==> src/rtl/amp_stats_unit.sv <==
module amp_stats_unit #(
  parameter int DW   = 26,
  parameter int FRAC = 13,
  parameter int M    = 512,
  parameter int TW   = 11,
  parameter int GW   = 16
) (
  input  logic                    clk,
  input  logic                    rst_n,
  input  logic                    vec_start,
  input  logic                    vec_done,
  input  logic                    res_valid,
  input  logic signed [DW-1:0]    res_data,
  input  logic                    est_valid,
  input  logic signed [DW-1:0]    est_data,
  input  logic [2:0]              lam_sel,
  input  logic [GW-1:0]           gamma,
  output logic                    out_valid,
  output logic signed [DW-1:0]    out_data,
  output logic                    busy,
  output logic                    stat_valid,
  output logic [DW-1:0]           rmse,
  output logic [TW-1:0]           tau,
  output logic [$clog2(M):0]      nz_count,
  output logic [FRAC:0]           b_weight,
  output logic                    et_flag
);
  localparam int LOG2M = $clog2(M);
  localparam int ACCW  = 2*DW + LOG2M;
  localparam int RW    = 2*DW;
  localparam int QW    = RW/2;
  localparam int CW    = LOG2M + 1;
  localparam int SW    = $clog2(QW+1);

  // residual sum of squares
  logic signed [2*DW-1:0] sq;
  logic [ACCW-1:0]        acc, acc_nx;
  assign sq     = res_data * res_data;
  assign acc_nx = (vec_start ? '0 : acc) + (res_valid ? ACCW'($unsigned(sq)) : '0);

  // soft threshold and survivor count
  logic [DW:0]    mag, diff, sgn_diff;
  logic           above;
  logic [CW-1:0]  cnt, cnt_base, cnt_nx;
  assign mag      = est_data[DW-1] ? (~{1'b1, est_data} + 1'b1) : {1'b0, est_data};
  assign above    = mag > (DW+1)'(tau);
  assign diff     = mag - (DW+1)'(tau);
  assign sgn_diff = est_data[DW-1] ? (~diff + 1'b1) : diff;
  assign cnt_base = vec_start ? '0 : cnt;
  assign cnt_nx   = (cnt_base == {CW{1'b1}}) ? cnt_base : cnt_base + CW'(est_valid && above);

  // digit-serial square root
  logic [RW-1:0]  rad;
  logic [QW:0]    rem, rem_nx;
  logic [QW-1:0]  root, root_nx;
  logic [QW+2:0]  rem_sh, trial;
  logic           ge;
  logic [SW-1:0]  step;
  logic [CW-1:0]  cnt_snap;
  logic [2:0]     lam_q;
  logic [GW-1:0]  gamma_q;
  assign rem_sh  = {rem, rad[RW-1:RW-2]};
  assign trial   = {1'b0, root, 2'b01};
  assign ge      = rem_sh >= trial;
  assign rem_nx  = ge ? (QW+1)'(rem_sh - trial) : rem_sh[QW:0];
  assign root_nx = {root[QW-2:0], ge};

  // threshold scaling
  logic [DW+1:0] scaled;
  logic [TW-1:0] tau_nx;
  assign scaled = {root_nx, 2'b00} >> (3'd5 - lam_q);
  assign tau_nx = (scaled > (DW+2)'({TW{1'b1}})) ? {TW{1'b1}} : scaled[TW-1:0];

  always_ff @(posedge clk or negedge rst_n) begin
    if (!rst_n) begin
      acc <= '0; cnt <= '0;
      out_valid <= 1'b0; out_data <= '0;
    end else begin
      acc <= acc_nx;
      cnt <= cnt_nx;
      out_valid <= est_valid;
      if (est_valid) out_data <= above ? sgn_diff[DW-1:0] : '0;
    end
  end

  always_ff @(posedge clk or negedge rst_n) begin
    if (!rst_n) begin
      busy <= 1'b0; stat_valid <= 1'b0; step <= '0;
      rad <= '0; rem <= '0; root <= '0;
      cnt_snap <= '0; lam_q <= '0; gamma_q <= '0;
      rmse <= '0; tau <= '0; nz_count <= '0; b_weight <= '0; et_flag <= 1'b0;
    end else begin
      stat_valid <= 1'b0;
      if (busy) begin
        rem  <= rem_nx;
        root <= root_nx;
        rad  <= rad << 2;
        step <= step + 1'b1;
        if (step == SW'(QW-1)) begin
          busy       <= 1'b0;
          stat_valid <= 1'b1;
          rmse       <= root_nx;
          tau        <= tau_nx;
          nz_count   <= cnt_snap;
          b_weight   <= (FRAC+1)'(cnt_snap) << (FRAC-LOG2M);
          et_flag    <= (gamma_q != '0) && (64'(root_nx) <= 64'(gamma_q));
        end
      end else if (vec_done) begin
        busy     <= 1'b1;
        step     <= '0;
        rad      <= acc_nx[ACCW-1:LOG2M];
        rem      <= '0;
        root     <= '0;
        cnt_snap <= cnt_nx;
        lam_q    <= (lam_sel > 3'd5) ? 3'd5 : lam_sel;
        gamma_q  <= gamma;
      end
    end
  end

  assert_out_follows_valid_R2: assert property (@(posedge clk) disable iff (!rst_n)
    est_valid |=> out_valid);
  assert_out_sign_R2: assert property (@(posedge clk) disable iff (!rst_n)
    est_valid |=> (out_data == '0 || out_data[DW-1] == $past(est_data[DW-1])));
  assert_busy_start_R8: assert property (@(posedge clk) disable iff (!rst_n)
    $rose(busy) |-> $past(vec_done));
  assert_pulse_end_R8: assert property (@(posedge clk) disable iff (!rst_n)
    stat_valid |-> ($past(busy) && !busy));
  assert_scalars_hold_R8: assert property (@(posedge clk) disable iff (!rst_n)
    !stat_valid |-> ($stable(tau) && $stable(rmse) && $stable(nz_count) && $stable(et_flag)));
endmodule

==> config.mk <==
export PLATFORM = sky130hd
export DESIGN_NAME = amp_stats_unit
export DESIGN_NICKNAME = d
export VERILOG_FILES = /design/src/rtl/amp_stats_unit.sv
export SDC_FILE = /design/constraint.sdc
export NUM_CORES = 2
export LEC_CHECK = 0
export ABC_CLOCK_PERIOD_IN_PS = 12800
export BUFFER_PORTS_ARGS = -buffer_cell sky130_fd_sc_hd__buf_2
export CAP_MARGIN = 20
export CORE_UTILIZATION = 48
export DETAILED_ROUTE_END_ITERATION = 12
export GPL_TIMING_DRIVEN = 0
export PLACE_DENSITY_LB_ADDON = 0.08
export SKIP_LAST_GASP = 1
export SLEW_MARGIN = 20
export SYNTH_ARGS = -nofsm -noshare
export SYNTH_HDL_FRONTEND = slang
export SYNTH_SLANG_ARGS = --single-unit
==> constraint.sdc <==
create_clock -name clk -period 12.8 [get_ports clk]
set_input_delay 3.84 -clock clk [delete_from_list [all_inputs] [get_ports clk]]
set_output_delay 3.84 -clock clk [all_outputs]
set_load 0.005 [all_outputs]
* Word-level counts from Yosys, hierarchy flattened
Cells that the tools add are included.
** Word-level totals
- Flip-flop bits (word level) :: 287
- Bits of input ports :: 77
- Word-level logic and storage cells :: 66
- Output and inout port bits :: 91
** Operators by class
- Multiplexer cells :: 23
- Multipliers :: 1
- Shifts and indexed selects :: 1
- Reduce and logical (&&, ||, !) cells :: 6
- Magnitude comparators :: 5
- Bitwise logic cells :: 3
- Equal/unequal tests :: 2
- Add/subtract/negate cells :: 8
** Operators by type and width (number)
- 2-to-1 mux 52 bit :: 3
- 2-to-1 mux 27 bit :: 4
- 2-to-1 mux 26 bit :: 4
- adder 61 x 52 -> 61 bit :: 1
- 2-to-1 mux 61 bit :: 1
- multiplier 26 x 26 -> 52 bit :: 1
- >= comparator 29 x 28 -> 1 bit :: 1
- > comparator 28 x 11 -> 1 bit, second input constant :: 1
- >> shifter 28 x 3 -> 28 bit :: 1
- adder 27 x 1 -> 27 bit, second input constant :: 1
- > comparator 27 x 11 -> 1 bit :: 1
- NOT 27 bit :: 1
- subtractor 27 bit :: 1
- adder 26 x 1 -> 26 bit, second input constant :: 1
- <= comparator 26 x 16 -> 1 bit :: 1
- NOT 26 bit :: 1
- subtractor 26 x 11 -> 26 bit :: 1
- 2-to-1 mux 10 bit :: 2
- nonzero test 16 bit :: 1
- 2-to-1 mux 11 bit :: 1
- adder 10 x 1 -> 10 bit :: 1
- equality test 10 bit, second input constant :: 1
- 2-to-1 mux 5 bit :: 2
- adder 5 x 1 -> 5 bit, second input constant :: 1
- other kinds (9) :: 15

* Longest topological paths before layout
- Depth after elaboration :: 8
- Gate-level depth with buffers :: 42
- Gate-level depth less buffers :: 39

* Worst setup path before layout
Ideal clock, no wire load.
- Kind :: input-to-reg
- From :: in res_data[25]
- To :: reg rad[45]
- Required time :: 12.676 ns
- Library setup time :: 0.124 ns
- Arrival time :: 13.285 ns
- Setup slack :: -0.609 ns
- Stages on the path :: 37
- Path buffers :: 2
- Cells stage by stage :: clkbuf_1 clkbuf_1 nand2_1 inv_1 fa_1 fa_1 inv_1 fa_1 inv_1 fa_1 fa_1 fa_1 inv_1 fa_1 inv_1 ha_1 and3_1 a221o_1 o21bai_1 a21o_1 a21oi_1 a21boi_0 o21a_1 or3_1 and3_1 ha_1 a21o_1 a21oi_1 inv_1 or2_2 a2111o_1 a31oi_1 o41ai_1 nand3_1 xor2_1 nor3_1 a211o_1
** Between the ends
- Longest elaborated chain between the ends :: 5
** RTL lines
- start, declared :: line 13 : input logic signed [DW-1:0] res_data,
- multiplier 26 x 26 -> 52 bit :: line 38 : assign sq = res_data * res_data;
- 2-to-1 mux 52 bit :: line 39 : assign acc_nx = (vec_start ? '0 : acc) + (res_valid ? ACCW'($unsigned(sq)) : '0);
- adder 61 x 52 -> 61 bit :: line 39
- 2-to-1 mux 52 bit :: line 108 : end else if (vec_done) begin
- 2-to-1 mux 52 bit :: line 94 : if (busy) begin
- end signal, assigned :: line 97 : rad <= rad << 2;
- end signal, assigned :: line 111 : rad <= acc_nx[ACCW-1:LOG2M];
- end, declared :: line 53 : logic [RW-1:0] rad;
No other way between the ends. The select of a mux whose other input is x is not followed.
A chain may end at the register's enable or synchronous reset.

* Worst setup path after layout
- From :: in res_data[14]
- To :: reg rad[47]
** Between the ends
- Longest elaborated chain between the ends :: 5
** RTL lines
- multiplier 26 x 26 -> 52 bit :: line 38
- 2-to-1 mux 52 bit :: line 39
- adder 61 x 52 -> 61 bit :: line 39
- via acc_nx[56] :: line 37 : logic [ACCW-1:0] acc, acc_nx;
- 2-to-1 mux 52 bit :: line 108
- 2-to-1 mux 52 bit :: line 94
The timed path passes the listed nets, and every way through them passes these cells. The select of a mux whose other input is x is not followed.

==> impl_metrics.tcl <==
set metrics [dict create \
    h-tree-depth 1 \
    antenna_found_initial 10 \
    wl_um 122000 \
    maxSlewViolCount 0 \
    finalSetupViolCount 0 \
    synth_largest_area_cell "fa_1" \
    synth_edf_count 0 \
    hold_viol_final 0 \
    drt_first_pass_iters 5 \
    drtAntennaViolNets 0 \
    port_buffers 154 \
    yosysWarnings 0 \
    fin_crit_ps 12610 \
    globalplace.congestion 0.928 \
    final_area_sq_um 47100 \
    drive_above_1_share_pct 12.5 \
    drcViolationCount 0 \
    status "completed" \
    synth_top_area_share_pct 32.4 \
    synth_most_common_cell "inv_1" \
    slowest_stage "fa_2" \
    synth_area_per_cell_sq_um 9.14 \
    cts_buffer_depth 3 \
    synthTopCellsByCount "inv_1 (915), fa_1 (665), nand2_1 (516)" \
    relSlewSlack_pct 43.1 \
    fmax_mhz 79.3 \
    pin_count 168 \
    ys_types 89 \
    cts-root-buf "clkbuf_16" \
    clk_pin_slew_worst_paths_ps 70 \
    cts_buffers 29 \
    cp_common_cell "fa_1" \
    die_h_um 295 \
    drt-initial-drc-count 2008 \
    initial_core_util_pct 48.8 \
    ys_ff_latch 287 \
    fp.dieW_um 295 \
    syn-cell-area_sq_um 41100 \
    syn-instance-count 4494 \
    clock_latency_ps 600 \
    post_drt_wl_per_cell_um 20.5 \
    grt_pass1_wl_um 191000 \
    path_class "in2reg" \
    fp.dieArea_sq_um 86800 \
    ys_async_sr_fraction_pct 100 \
    crit_path_start_kind "input pin" \
    worstPathRequired_ps 13260 \
    grt_pass1_vias 33100 \
    hpwl_um 96900 \
    synth_seq_area_share_pct 17.5 \
    grt_start_max_net_pins 97 \
    hp-class "reg2reg" \
    cp_top_family "adder cells" \
    critPathBufInv 11 \
    synthTopCellsByArea "fa_1 (32%), dfrtp_1 (17%), inv_1 (8.4%)" \
    areaGrowthSynthToFinish_pct 14.6 \
    clock_skew_ps 34.4 \
    overflow 0 \
    crit_fanout 6 \
    place_area_sq_um 43500 \
    dr_total_vias 32000 \
    ys.flop_type "dfrtp_1" \
    clock-sinks 287 \
    crit_arrival_ps 13070 \
    cts_tree "yes" \
    vias_per_cell 5.38 \
    grt_usage_pct 28.8 \
    endpoint_kind "register" \
    final.period_utilization_pct 98.5 \
    rsz0062_at_grt "true" \
    final_nets 5789 \
    core-area_sq_um 84200 \
    cts.hold.buffers_added 0 \
    maxCapViolations 0 \
    tightest_slew_ps 851 \
    max_stage_delay_ps 570 \
    rows 106 \
]
## flip-flops by register name, indices dropped and copies added (netlist names), 11 cells and up
| register | count |
|---|---|
| root | 26 |
| rad | 52 |
| rmse | 26 |
| acc | 61 |
| rem | 27 |
| out_data | 26 |
| gamma_q | 16 |
| tau | 11 |
## routing by layer
metal,vias to the layer above,global-route usage [%],share of wire [%]
met5,-,0,0.011
met4,2,6.62,2.7
met3,210,4.35,6.9
met2,913,45.9,46
met1,16100,41.3,45
li1,14800,-,-
## placed cells by master, fill, tap and decap left out, drive strengths merged, types with 28 or more instances in the layout
master	count
a21o	74
a21oi	154
and2	182
and3	30
buf	310
clkbuf	175
dfrtp	287
fa	665
ha	260
inv	915
mux2i	58
nand2	518
nand2b	37
nand3	54
nand4	32
nor2	104
nor2b	99
nor3	31
o21a	28
o21ai	196
o31ai	44
xnor2	131
xor2	74
## repair_timing
item | 4_1_cts | 5_1_grt
pin swaps | 37 | 104
cloned | 0 | 5
setup endpoints to repair | 64 | 39
resized for setup | 250 | 195
buffers inserted | 36 | 66
## metrics by stage
stage	hold slack, ps	util, %	TNS (ps)	setup slack (ps)	std cells
6_report	468	55.9	0	189	5945
5_1_grt	497	55.9	-249	-49.7	5945
4_1_cts	471	54.5	0	4.54	5877
3_5_place_dp	457	51.6	-122340	-3050	5789
3_3_place_gp	456	51.5	-148650	-3360	5785
2_1_floorplan	435	-	0	14.9	4497
## layout make-up
type                    instances  area (sq um)
clock buffers                  35           788
inverters                     916          3460
plain buffers                 186          1560
multi-input cells            3103         30400
repair buffers                264          1890
clock inverters                19           318
flip-flops and latches        287          7180
well taps                    1134          1420
fillers                      7809         37100
diodes                          1          2.50
## logic make-up (layout without fill, tap and decap cells)
family                     Yosys count  in the layout  share of synthesized area (%)
AOI/OAI and AO/OA                  722            722                           11.5
muxes                               67             67                           1.80
DFF                                287            287                           17.5
buffers and inverters             1107           1420                           10.2
adders and majority gates          925            925                           40.3
and+or+nand+nor                   1180           1180                           14.3
other                                1              5                        0.00913
xor gates and xnor gates           205            205                           4.41
## worst register-to-register path: stages, from the launching register on
cell and delay (ps):
dfrtp_1 500, inv_1 220, ha_1 390, inv_1 90, o21bai_1 80, a211o_1 320
a2111oi_0 400, a31oi_1 180, a211oi_1 360, a21oi_1 100, or2_1 210, clkbuf_1 120
inv_1 260, clkbuf_1 660, ha_1 270, nor2b_1 50, o21a_1 160, o21a_1 160
o21a_1 160, o21a_1 160, o21a_1 160, o21a_1 160, o21ai_0 150, a21oi_1 90
o211ai_1 230, a32o_1 200
## worst paths after layout
| path | startpoint | endpoint | slack, ps | cells past startpoint |
|---|---|---|---|---|
| hold / removal | cnt_snap[2]$_DFFE_PN0P_ | nz_count[2]$_DFFE_PN0P_ | 470 | 2 |
| setup / recovery | res_data[14] | rad[47]$_DFFE_PN0P_ | 190 | 41 |
| setup reg to reg | root[13]$_DFFE_PN0P_ | et_flag$_DFFE_PN0P_ | 6890 | 25 |
| hold reg to reg | cnt_snap[2]$_DFFE_PN0P_ | nz_count[2]$_DFFE_PN0P_ | 470 | 2 |
| min in group asynchronous | rst_n | gamma_q[2]$_DFFE_PN0P_ | 3110 | 1 |
| max in group asynchronous | rst_n | rad[17]$_DFFE_PN0P_ | 8540 | 3 |
Power is left out: the tool's default activity adds up to more than one toggle a clock period on the data nets, which glitch-free logic cannot reach.
